File: config.mk
export PLATFORM = sky130hd
export DESIGN_NAME = rxq_filtered_fifo
export DESIGN_NICKNAME = d
export VERILOG_FILES = /design/src/rtl/rxq_pkg.sv /design/src/rtl/rxq_filter.sv /design/src/rtl/rxq_ctrl.sv /design/src/rtl/rxq_lock.sv /design/src/rtl/rxq_store.sv /design/src/rtl/rxq_filtered_fifo.sv
export SDC_FILE = /design/constraint.sdc
export NUM_CORES = 1
export LEC_CHECK = 0
export ABC_AREA = 1
export ABC_CLOCK_PERIOD_IN_PS = 2000
export BUFFER_PORTS_ARGS = -buffer_cell sky130_fd_sc_hd__buf_2
export CAP_MARGIN = 40
export CORE_UTILIZATION = 50
export DETAILED_ROUTE_END_ITERATION = 8
export GPL_ROUTABILITY_DRIVEN = 0
export GPL_TIMING_DRIVEN = 0
export PLACE_DENSITY = 0.77
export SYNTH_ARGS = -nofsm -noshare
export SYNTH_HDL_FRONTEND = slang
export SYNTH_SLANG_ARGS = --single-unit
File: constraint.sdc
create_clock -name clk -period 2 [get_ports clk]
set_clock_uncertainty 0.2 [all_clocks]
set_input_delay 0.4 -clock clk [delete_from_list [all_inputs] [get_ports clk]]
set_output_delay 0.4 -clock clk [all_outputs]
set_load 0.03 [all_outputs]
File: src/rtl/rxq_pkg.sv
package rxq_pkg;
    localparam int ID_W      = 8;
    localparam int LEN_W     = 4;
    localparam int MAX_BYTES = 12;
    localparam int DATA_W    = MAX_BYTES * 8;

    typedef struct packed {
        logic [ID_W-1:0]   id;
        logic [LEN_W-1:0]  len;
        logic [DATA_W-1:0] data;
    } msg_t;
endpackage

File: src/rtl/rxq_filter.sv
module rxq_filter
    import rxq_pkg::*;
(
    input  logic [ID_W-1:0] id,
    input  logic [ID_W-1:0] acc_pat,
    input  logic [ID_W-1:0] acc_dc,
    input  logic [ID_W-1:0] rej_pat,
    input  logic [ID_W-1:0] rej_dc,
    output logic            acc_hit,
    output logic            rej_hit,
    output logic            pass
);
    logic [ID_W-1:0] acc_bit;
    logic [ID_W-1:0] rej_bit;

    for (genvar b = 0; b < ID_W; b++) begin : g_bit
        // a bit agrees when it is ignored or equal to the pattern
        assign acc_bit[b] = acc_dc[b] | (id[b] ~^ acc_pat[b]);
        assign rej_bit[b] = rej_dc[b] | (id[b] ~^ rej_pat[b]);
    end

    assign acc_hit = &acc_bit;
    assign rej_hit = &rej_bit;
    // rejection overrides acceptance
    assign pass    = acc_hit & ~rej_hit;
endmodule

File: src/rtl/rxq_ctrl.sv
module rxq_ctrl #(
    parameter int NBUF  = 3,
    parameter int IDX_W = (NBUF > 1) ? $clog2(NBUF) : 1
) (
    input  logic             clk,
    input  logic             rst_n,
    input  logic             push_req,
    input  logic             pop,
    input  logic             ovr_clr,
    output logic [IDX_W-1:0] put_idx,
    output logic [IDX_W-1:0] get_idx,
    output logic             wr_en,
    output logic             empty,
    output logic             full,
    output logic             overrun
);
    typedef struct packed {
        logic [IDX_W-1:0] put;
        logic [IDX_W-1:0] get;
        logic             put_last;
        logic             ovr;
    } ctrl_t;

    ctrl_t st_q, st_d;

    function automatic logic [IDX_W-1:0] step(input logic [IDX_W-1:0] v);
        return (v == IDX_W'(NBUF - 1)) ? '0 : v + 1'b1;
    endfunction

    assign put_idx = st_q.put;
    assign get_idx = st_q.get;
    assign empty   = (st_q.put == st_q.get) && !st_q.put_last;
    assign full    = (st_q.put == st_q.get) &&  st_q.put_last;
    assign overrun = st_q.ovr;
    assign wr_en   = push_req && !full;

    always_comb begin
        st_d = st_q;
        if (wr_en) st_d.put = step(st_q.put);
        if (pop)   st_d.get = step(st_q.get);
        if (wr_en && !pop)      st_d.put_last = 1'b1;
        else if (pop && !wr_en) st_d.put_last = 1'b0;
        if (ovr_clr)            st_d.ovr = 1'b0;
        if (push_req && full)   st_d.ovr = 1'b1;
    end

    always_ff @(posedge clk or negedge rst_n) begin
        if (!rst_n) st_q <= '0;
        else        st_q <= st_d;
    end

    p_full_empty_excl_r3: assert property (@(posedge clk) disable iff (!rst_n)
        !(full && empty));
    p_ovr_set_r4: assert property (@(posedge clk) disable iff (!rst_n)
        (push_req && full) |=> overrun);
    p_full_hold_r4: assert property (@(posedge clk) disable iff (!rst_n)
        (full && !pop) |=> full);
    p_ovr_sticky_r5: assert property (@(posedge clk) disable iff (!rst_n)
        (overrun && !ovr_clr) |=> overrun);
    p_pop_nonempty_r7: assert property (@(posedge clk) disable iff (!rst_n)
        pop |-> !empty);
endmodule

File: src/rtl/rxq_lock.sv
module rxq_lock (
    input  logic clk,
    input  logic rst_n,
    input  logic host_lock,
    input  logic empty,
    output logic locked,
    output logic show,
    output logic pop
);
    typedef struct packed {
        logic lock;
        logic has;
    } lock_t;

    lock_t lk_q, lk_d;

    assign locked = lk_q.lock;
    assign show   = lk_q.lock && lk_q.has;

    always_comb begin
        lk_d = lk_q;
        pop  = 1'b0;
        if (host_lock && !lk_q.lock) begin
            lk_d.lock = 1'b1;
            lk_d.has  = !empty;   // an empty ring yields a void window
        end else if (!host_lock && lk_q.lock) begin
            lk_d.lock = 1'b0;
            lk_d.has  = 1'b0;
            pop       = lk_q.has; // only a real read advances
        end
    end

    always_ff @(posedge clk or negedge rst_n) begin
        if (!rst_n) lk_q <= '0;
        else        lk_q <= lk_d;
    end

    p_empty_lock_r11: assert property (@(posedge clk) disable iff (!rst_n)
        (host_lock && !locked && empty) |=> !show);
    p_lock_hold_r6: assert property (@(posedge clk) disable iff (!rst_n)
        (locked && host_lock) |=> $stable(show));
endmodule

File: src/rtl/rxq_store.sv
module rxq_store
    import rxq_pkg::*;
#(
    parameter int NBUF  = 3,
    parameter int IDX_W = (NBUF > 1) ? $clog2(NBUF) : 1
) (
    input  logic             clk,
    input  logic             rst_n,
    input  logic             wr_en,
    input  logic [IDX_W-1:0] wr_idx,
    input  msg_t             wr_msg,
    input  logic [IDX_W-1:0] rd_idx,
    output msg_t             rd_msg
);
    msg_t slot_q [NBUF];
    msg_t slot_d [NBUF];

    for (genvar g = 0; g < NBUF; g++) begin : g_slot
        always_comb begin
            slot_d[g] = slot_q[g];
            if (wr_en && (wr_idx == IDX_W'(g))) slot_d[g] = wr_msg;
        end

        always_ff @(posedge clk or negedge rst_n) begin
            if (!rst_n) slot_q[g] <= '0;
            else        slot_q[g] <= slot_d[g];
        end
    end

    assign rd_msg = (int'(rd_idx) < NBUF) ? slot_q[rd_idx] : '0;

    p_wr_idx_range_r2: assert property (@(posedge clk) disable iff (!rst_n)
        wr_en |-> (int'(wr_idx) < NBUF));
endmodule

File: src/rtl/rxq_filtered_fifo.sv
module rxq_filtered_fifo
    import rxq_pkg::*;
#(
    parameter int NBUF = 3
) (
    input  logic              clk,
    input  logic              rst_n,
    input  logic              in_valid,
    input  logic [ID_W-1:0]   in_id,
    input  logic [LEN_W-1:0]  in_len,
    input  logic [DATA_W-1:0] in_data,
    input  logic [ID_W-1:0]   acc_pat,
    input  logic [ID_W-1:0]   acc_dc,
    input  logic [ID_W-1:0]   rej_pat,
    input  logic [ID_W-1:0]   rej_dc,
    input  logic              host_lock,
    input  logic              ovr_clr,
    output logic              win_valid,
    output logic [ID_W-1:0]   win_id,
    output logic [LEN_W-1:0]  win_len,
    output logic [DATA_W-1:0] win_data,
    output logic              fifo_empty,
    output logic              fifo_full,
    output logic              fifo_overrun
);
    localparam int IDX_W = (NBUF > 1) ? $clog2(NBUF) : 1;

    logic             acc_hit, rej_hit, pass;
    logic             push_req, pop, wr_en, locked, show;
    logic [IDX_W-1:0] put_idx, get_idx;
    msg_t             in_msg, rd_msg;

    assign in_msg   = '{id: in_id, len: in_len, data: in_data};
    assign push_req = in_valid && pass;

    rxq_filter u_filter (
        .id(in_id), .acc_pat(acc_pat), .acc_dc(acc_dc),
        .rej_pat(rej_pat), .rej_dc(rej_dc),
        .acc_hit(acc_hit), .rej_hit(rej_hit), .pass(pass)
    );

    rxq_ctrl #(.NBUF(NBUF), .IDX_W(IDX_W)) u_ctrl (
        .clk(clk), .rst_n(rst_n), .push_req(push_req), .pop(pop),
        .ovr_clr(ovr_clr), .put_idx(put_idx), .get_idx(get_idx),
        .wr_en(wr_en), .empty(fifo_empty), .full(fifo_full),
        .overrun(fifo_overrun)
    );

    rxq_lock u_lock (
        .clk(clk), .rst_n(rst_n), .host_lock(host_lock),
        .empty(fifo_empty), .locked(locked), .show(show), .pop(pop)
    );

    rxq_store #(.NBUF(NBUF), .IDX_W(IDX_W)) u_store (
        .clk(clk), .rst_n(rst_n), .wr_en(wr_en), .wr_idx(put_idx),
        .wr_msg(in_msg), .rd_idx(get_idx), .rd_msg(rd_msg)
    );

    assign win_valid = show;
    assign win_id    = show ? rd_msg.id   : '0;
    assign win_len   = show ? rd_msg.len  : '0;
    assign win_data  = show ? rd_msg.data : '0;

    p_reject_blocks_r9: assert property (@(posedge clk) disable iff (!rst_n)
        (in_valid && rej_hit) |-> !wr_en);
    p_drop_quiet_r10: assert property (@(posedge clk) disable iff (!rst_n)
        (in_valid && !pass && !pop && !ovr_clr) |=>
            ($stable(fifo_empty) && $stable(fifo_full) && $stable(fifo_overrun)));
    p_window_hold_r6: assert property (@(posedge clk) disable iff (!rst_n)
        (win_valid && host_lock && !in_valid) |=> $stable(win_id));
endmodule

[Yosys cells after proc, flatten, opt, wreduce, memory -nomap -nowiden]
Cells that the tools add are included.
Operators by class
  equality and inequality tests: 4
  bitwise operators: 35
  add/subtract/negate cells: 2
  $lt $le $gt $ge: 2
  muxes and demuxes: 17
  reduce and logical (&&, ||, !) cells: 26
Operator list (number)
  2-to-1 mux 108 bit: 3
  binary-select mux 108 bit (select 2 bit): 1
  2-to-1 mux 96 bit: 1
  bitwise OR 1 bit: 16
  AND reduction 8 bit: 2
  bitwise XNOR 1 bit: 16
  logical AND 1 bit: 13
  2-to-1 mux 2 bit: 4
  2-to-1 mux 8 bit: 1
  zero test 1 bit: 7
  2-to-1 mux 1 bit: 6
  nonzero test 2 bit: 3
  adder 2 x 1 -> 2 bit, second input constant: 2
  equality test 2 bit, second input constant: 2
  2-to-1 mux 4 bit: 1
  >= comparator 3 bit, second input constant: 1
  NOT 2 -> 3 bit: 1
  equality test 2 x 1 -> 1 bit, second input constant: 1
  equality test 2 bit: 1
  zero test 2 bit: 1
  less-than comparator 2 bit, second input constant: 1
  bitwise AND 1 bit: 1
  NOT 1 bit: 1
Word-level totals
  logic and storage cells: 101
  bits of input ports: 145
  bits in registers: 332
  output and inout bits: 112

[Depth between registers and ports, before layout]
Gate-level depths: netlist of the first run.
  depth after elaboration: 11
  gate-level depth with buffers: 13
  depth with buffers taken out: 12

[By module]
Synthesis of the first run repeated with hierarchy kept, for this count alone.
Unflattened totals
  cell total of the unflattened synthesis: 2616
  area, all modules: 18108.6 µm²
By module, submodules not included
  rxq_store: sequential area each 8107.8 µm², times used 1, cells an instance 2234, area each 16349.4 µm²
  rxq_filtered_fifo: sequential area each 0.0 µm², times used 1, cells an instance 230, area each 899.6 µm²
  rxq_filter: sequential area each 0.0 µm², times used 1, cells an instance 93, area each 384.1 µm²
  rxq_ctrl: sequential area each 150.1 µm², times used 1, cells an instance 41, area each 336.6 µm²
  rxq_lock: sequential area each 50.0 µm², times used 1, cells an instance 18, area each 138.9 µm²

[Worst setup path before layout of the first run]
Ideal clock, no wire load.
  kind: register -> output
  from: register u_ctrl.st_q, in the netlist u_ctrl.get_idx[0]
  to: output port win_data[65]
  stages on the path, launching flop included: 7
  arrival time: 1680 ps
  required time: 1400 ps
  path slack: -280 ps
  path buffers: 3
  path through: dfrtp_1 -> buf_2 -> a21oi_1 -> clkbuf_1 -> clkbuf_1 -> nand2_1 -> inv_1
On the way
  longest elaborated chain between the ends: 6
  elaborated cells between the ends (all ways): 7
  classes of those cells: order compare: 1; mux: 5; bitwise: 1
Ends and longest elaborated chain
  from (decl): RTL line rxq_ctrl.sv:24  | ctrl_t st_q, st_d;
  from (signal assigned): RTL line rxq_ctrl.sv:49  | else st_q <= st_d;
  NOT 2 -> 3 bit (not written as such): RTL line rxq_store.sv:30  | assign rd_msg = (int'(rd_idx) < NBUF) ? slot_q[rd_idx] : '0;
  binary-select mux 108 bit (select 2 bit): RTL line rxq_store.sv:30
  2-to-1 mux 108 bit (not written as such) (2 in series): RTL line rxq_store.sv:30
  2-to-1 mux 108 bit *: RTL line rxq_store.sv:30
  2-to-1 mux 96 bit *: RTL line rxq_filtered_fifo.sv:62  | assign win_data = show ? rd_msg.data : '0;
  to (decl): RTL line rxq_filtered_fifo.sv:21  | output logic [DATA_W-1:0] win_data,
Every way passes the cells marked *; elsewhere a longest branch is shown, timed or not. The select of a mux whose other input is x is not followed.

[Final worst setup path of the first run]
  from: register u_ctrl.st_q, in the netlist u_ctrl.get_idx[1]
  to: output port win_data[32]
The elaborated chain is that of the path after synthesis.

==> results of run 1 <==
## repair_timing
item	4_1_cts	5_1_grt
hold buffers	110	0
setup endpoints to repair	438	637
resized for setup	551	253
setup buffers	28	2
hold endpoints to repair	386	0
cloned	9	4
pin swaps	35	28
## cells in the final DEF, fill, tap and decap left out, drive strengths merged
cell	count
nand2	947
buf	386
nor2	57
mux2	1
ha	3
dfrtp	332
clkbuf	162
nand3b	5
clkinv	8
nand3	146
xnor2	1
clkinvlp	2
o21bai	1
or2	1
dlygate4sd3	110
nand4	329
o21ai	84
a21oi	2
o22ai	1
inv	234
diode	1
## per-stage QoR
step | instance area (µm²) | hold slack (ps)
after floorplan | 17200 | -95.6
after global placement | 19000 | 253
after detailed placement | 19200 | 204
after CTS | 23400 | 1.82
after global routing | 24200 | 26.0
final | 24200 | 15.6
## flip-flops by register name (all words and copies together) (netlist names)
name and cells:
u_ctrl.put_idx 2, u_ctrl.overrun 1, u_lock.locked 1, u_ctrl.st_q 1
u_lock.lk_q 1, u_store.slot_q 324, u_ctrl.get_idx 2
## critical path, cell delays in order, from the launching register on
cell and delay [ps]:
dfrtp_1 360, buf_8 160, nor2_4 50, buf_12 140, inv_12 110, clkbuf_16 170
nor2_1 40, o21ai_1 230, inv_1 80, buf_4 170
## worst paths after layout
| kind | cells past startpoint | slack [ps] | to | start |
|---|---|---|---|---|
| max in group asynchronous | 4 | 40 | u_store.slot_q[55] | rst_n |
| worst min register to register | 2 | 270 | u_store.slot_q[258] | u_store.slot_q[258] |
| worst max register to register | 12 | -360 | u_store.slot_q[184] | u_ctrl.get_idx[0] |
| worst max-delay path | 9 | -670 | win_data[32] | u_ctrl.get_idx[1] |
| worst min-delay path | 3 | 20 | u_store.slot_q[322] | in_id[6] |
| min in group asynchronous | 2 | 240 | u_store.slot_q[5] | rst_n |
## cells by family (layout without fill, tap and decap cells)
| group | Yosys count | count (layout) |
|---|---|---|
| buffers and inverters | 429 | 902 |
| multiplexers | 1 | 1 |
| AO/OA/AOI/OAI | 88 | 88 |
| AND/OR/NAND/NOR | 1484 | 1485 |
| XOR/XNOR | 1 | 1 |
| other | 0 | 1 |
| flip-flops | 332 | 332 |
| adder cells (fa/ha/maj) | 3 | 3 |
## cell type report
class	instances	area, µm²
fill	2503	9480
sequential	332	8310
multi-input combinational	1578	7890
timing repair buffer	413	3690
buffer	193	1710
clock buffer	52	1090
inverter	234	903
tap	448	561
clock inverter	10	58.8
antenna	1	2.50
## where the power goes
group,internal [mW],leakage (nW),switching (mW)
combinational,4.95,8.55,7.78
clock,3.81,0.570,2.78
sequential,8.95,4.39,1.39
total,17.7,13.5,12.0
## routing by layer
| layer | track usage [%] | share of wire (%) |
|---|---|---|
| met1 | 45.7 | 39 |
| met2 | 56.1 | 48 |
| met3 | 5.40 | 8.7 |
| met4 | 15.7 | 4.7 |
| met5 | 0 | 0 |
==> impl_results.md, run 1 <==
* Port Buffer Count at 256
* Largest family of logic cells by synthesized area: simple AND/OR/NAND/NOR gates
* WP data required at 1400 ps
* Pre-CTS setup slack at -1060 ps
* Count leader, synth: nand2_1
* Cell row count at 67
* Inst Count DP at 3047
* Sequential fraction of the synthesis area at 48.4%
* Top cells by area, synth: dfrtp_1 (48%), nand2_1 (21%), nand4_1 (12%), inv_1 (5.1%), nand3_1 (4.3%)
* Routed vias at 19.0k
* Startpoint types: flop
* Fraction of layout cells with a size suffix above 1 at 26.0%
* TNS Setup at -102000 ps
* Detailed Route WL at 62700 µm
* Post-synthesis compound-gate area fraction at 2.59%
* Synth top cells by count: nand2_1 (947), dfrtp_1 (332), nand4_1 (326)
* HPWL Detailed at 38000 µm
* Core Util, Final at 71.9%
* Clk Tree Root Cell: clkbuf_16
* Synthesized area at 17200 µm²
* WS Path Type: flop to output pin
* Slack of the critical path at -666 ps
* Max VDD drop at 0.000735 V
* Initial Util at 50.9%
* Slew HR at 61.2%
* DRC violations left at 0
* Area leader, netlist: dfrtp_1
* Die Height at 187 µm
* Maximum clock rate at 375 MHz
* Asr flop ratio synth at 100%
* Outcome: finished, violations left
* Cell variety after synth at 24
* CTS H-tree depth at 2
* Static Leakage at 13.5 nW
* Arr. time, crit path at 2070 ps
* Synth top area share at 48.4%
* Number of DRC markers in iteration 0 at 2261
* Largest net degree at the start of global routing at 108
* Gr usage total at 34.6%
* Vias in the first global route at 18.3k
* Pins over their slew limit at 0
* Boundary Pins at 257
* First-pass GRT wire length at 97100 µm
* RSZ-0062 raised after global routing: yes
* Failing checks: setup timing
* Setup Viol. Count Final at 420
* Maximum Capacitance Violations at 0
* Die area at 35100 µm²
* CTS tree: built
* Post-synth net total at 2486
* Worst hold path type: primary input to flop
* Post-synth EDFFs at 0
* Area delta synth->final at 41.1%
* Drt via density at 5.82
* GR Overflow Total at 0
* CTS sink count at 332
* Synth Area in Adders at 0.219%
* Power per cell area at 1220 nW/µm²
* Chip Width at 187 µm
* Mux cell area share after synthesis at 0.0656%
* Syn Area/Cell at 7.34 µm²
* CORE AREA at 33700 µm²
* Nets at 2937
* Hold Fails Final Rpt at 0
* Post-Synth XOR/XNOR Area at 0.0510%
* Power, Total at 29.7 mW
* Final Cycle Share at 133%
* Finished Layout Cells at 3261
* Main flop type after synthesis: dfrtp_1
* Clock latency on the worst-skew pair at 520 ps
* Crit end category: output pin
* Slew @ Worst Pin at 582 ps
* CP Max Fanout at 9
* Simple-gate share of the synthesized area at 38.5%
* Synthesized flop and latch total at 332
* Syn Inst Count at 2338
* Initial antenna violation count at 1
* CTS max path bufs at 3
* DRT Pass-1 Iters at 8
* Final min period at 2670 ps
* Yosys warns at 0
* Routed wire per std cell at 19.2 µm
* DRT antenna net count at 0
* CTS Buf Count at 37
* Clock slew at reported path FFs at 60 ps
No activity file was read; power rests on OpenSTA's default activity.
==> run 2: changes to the inputs <==
==> constraint.sdc (replaced) <==
create_clock -name clk -period 2 [get_ports clk]
set_clock_uncertainty 0.2 [all_clocks]
set_input_delay 0.4 -clock clk [delete_from_list [all_inputs] [get_ports clk]]
set_output_delay 0.4 -clock clk [all_outputs]
set_load 0.02 [all_outputs]
==> impl_results.md, run 2 (synthesis gave the netlist of run 1 again) <==
* Outcome: finished, violations left
* Failing checks: setup timing
* Fraction of layout cells with a size suffix above 1 at 26.1%
* RSZ-0062 raised after global routing: yes
* DRT antenna net count at 0
* GR Overflow Total at 0
* Nets at 2951
* Startpoint types: flop
* Worst hold stages at 3
* DRC violations left at 0
* Hold Fails Final Rpt at 0
* Clock latency on the worst-skew pair at 530 ps
* Boundary Pins at 257
* Pre-CTS setup slack at -1010 ps
* Die Height at 187 µm
* Clock slew at reported path FFs at 60 ps
* Crit-path cells: buf_6, clkbuf_16, buf_8, nand2_1, o21ai_1, o21ai_2, inv_1, buf_2
* R2R setup slack at -480 ps
* Max reg flops at 324
* Worst path max stage delay at 380 ps
* Clk Tree Root Cell: clkbuf_16
* CTS max path bufs at 3
* Chip Width at 187 µm
* Core Util, Final at 72.7%
* R2R Path Start: u_ctrl.get_idx[0]
* Largest Register: u_store.slot_q
* Power per cell area at 1220 nW/µm²
* Worst hold path type: primary input to flop
* Slew HR at 51.8%
* Max VDD drop at 0.000767 V
* Most frequent cells in the layout: nand2_1 (877), dfrtp_1 (331), nand4_1 (326)
* Maximum clock rate at 373 MHz
* Drt via density at 5.89
* WP data required at 1400 ps
* CP Max Fanout at 10
* TNS Setup at -166510 ps
* Gr usage total at 33.7%
* Area delta synth->final at 42.6%
* Most common cell after layout, fill and taps aside: nand2_1
* Maximum Capacitance Violations at 0
* Hold EP: u_store.slot_q[107]
* CTS Buf Count at 37
* Slack of the critical path at -680 ps
* Finished Layout Cells at 3277
* Placed cell area at 19100 µm²
* Largest net degree at the start of global routing at 125
* Design area at 24500 µm²
* Slowest CP cell: dfrtp_1
* CP Buf/Inv Count at 5
* Crit end category: output pin
* Port Buffer Count at 256
* Slew @ Worst Pin at 723 ps
* Inst Count DP at 3046
* Detailed Route WL at 64400 µm
* Number of DRC markers in iteration 0 at 2283
* Routed wire per std cell at 19.7 µm
* CORE AREA at 33700 µm²
* Pins over their slew limit at 0
* WS Path Type: flop to output pin
* Routed vias at 19.3k
* DRT Pass-1 Iters at 7
* CTS tree: built
* First-pass GRT wire length at 94200 µm
* CTS H-tree depth at 2
* Final min period at 2680 ps
* Setup Viol. Count Final at 437
* Final Cycle Share at 134%
* Vias in the first global route at 18.2k
* Static Leakage at 13.7 nW
* RR Endpoint: u_store.slot_q[287]
* HPWL Detailed at 38000 µm
* CTS sink count at 332
* Die area at 35100 µm²
* Initial Util at 50.9%
* Arr. time, crit path at 2080 ps
* Hold Crit Start: in_id[7]
* Initial antenna violation count at 2
* Reg2reg path depth at 11
* Family with the most delay on the worst path: buffers and inverters
* Cell row count at 67
==> run 2: changes by cell type in the layout (fill, tap and decap cells not counted), moves of 14 or more <==
cell	delta
clkbuf_4	-14
nand3_1	-22
buf_4	+22
o21ai_0	+14
buf_6	-17
nand3_2	+22
nand2_2	+16
buf_8	+20
==> run 2: metrics by stage <==
step	total power [mW]	hold WS (ps)
after floorplan	15.4	-95.6
after global placement	18.1	253
after detailed placement	18.5	258
after CTS	27.3	6.03
after global routing	31.0	12.6
final	29.8	6.32
==> run 2: power breakdown <==
part | internal (mW) | switching [mW] | leakage (nW)
clock network | 4.27 | 2.81 | 0.620
logic | 4.77 | 7.51 | 8.72
registers | 8.95 | 1.45 | 4.39
total | 18.0 | 11.8 | 13.7
==> run 2: worst min-delay path, delay by kind of cell <==
kind / cells / cell delay, ps
and+or+nand+nor: 2 / 140
buffers and inverters: 1 / 150
==> run 2: how the worst max path moves through the flow <==
| stage | from | endpoint | cells after the start |
|---|---|---|---|
| 2_1_floorplan | acc_pat[6] | u_ctrl.st_q[1] | 11 |
| 3_3_place_gp | rst_n | u_store.slot_q[57] | 1 |
| 3_5_place_dp | u_ctrl.get_idx[0] | win_data[93] | 7 |
| 4_1_cts | u_ctrl.get_idx[0] | win_data[26] | 7 |
| 5_1_grt | u_ctrl.get_idx[1] | win_data[14] | 8 |
| 6_report | u_ctrl.get_idx[1] | win_data[14] | 8 |
==> run 2: area by class of cell <==
| cell class | instances | area (µm²) |
|---|---|---|
| fillers | 2357 | 9220 |
| flip-flops and latches | 332 | 8310 |
| multi-input cells | 1578 | 7850 |
| repair buffers | 429 | 3820 |
| plain buffers | 191 | 1810 |
| clock buffers | 55 | 1130 |
| inverters | 234 | 893 |
| well taps | 448 | 561 |
| clock inverters | 9 | 124 |
| diodes | 1 | 2.50 |
==> run 2: routing by layer <==
| layer | vias up | global-route usage [%] | wire length, µm |
|---|---|---|---|
| met3 | 268 | 5.59 | 7020 |
| met4 | 0 | 15.0 | 3120 |
| met2 | 1376 | 54.8 | 30900 |
| li1 | 8516 | - | - |
| met1 | 9149 | 44.4 | 23400 |
| met5 | - | 0 | 0 |
==> run 2: repair_timing <==
item / in CTS / in global routing
gates resized for setup: 353 / 503
hold buffers: 108 / 0
pin swaps: 23 / 39
gates cloned: 3 / 12
setup buffers: 26 / 22
hold endpoints to repair: 394 / 0
endpoints found under the setup margin: 438 / 437
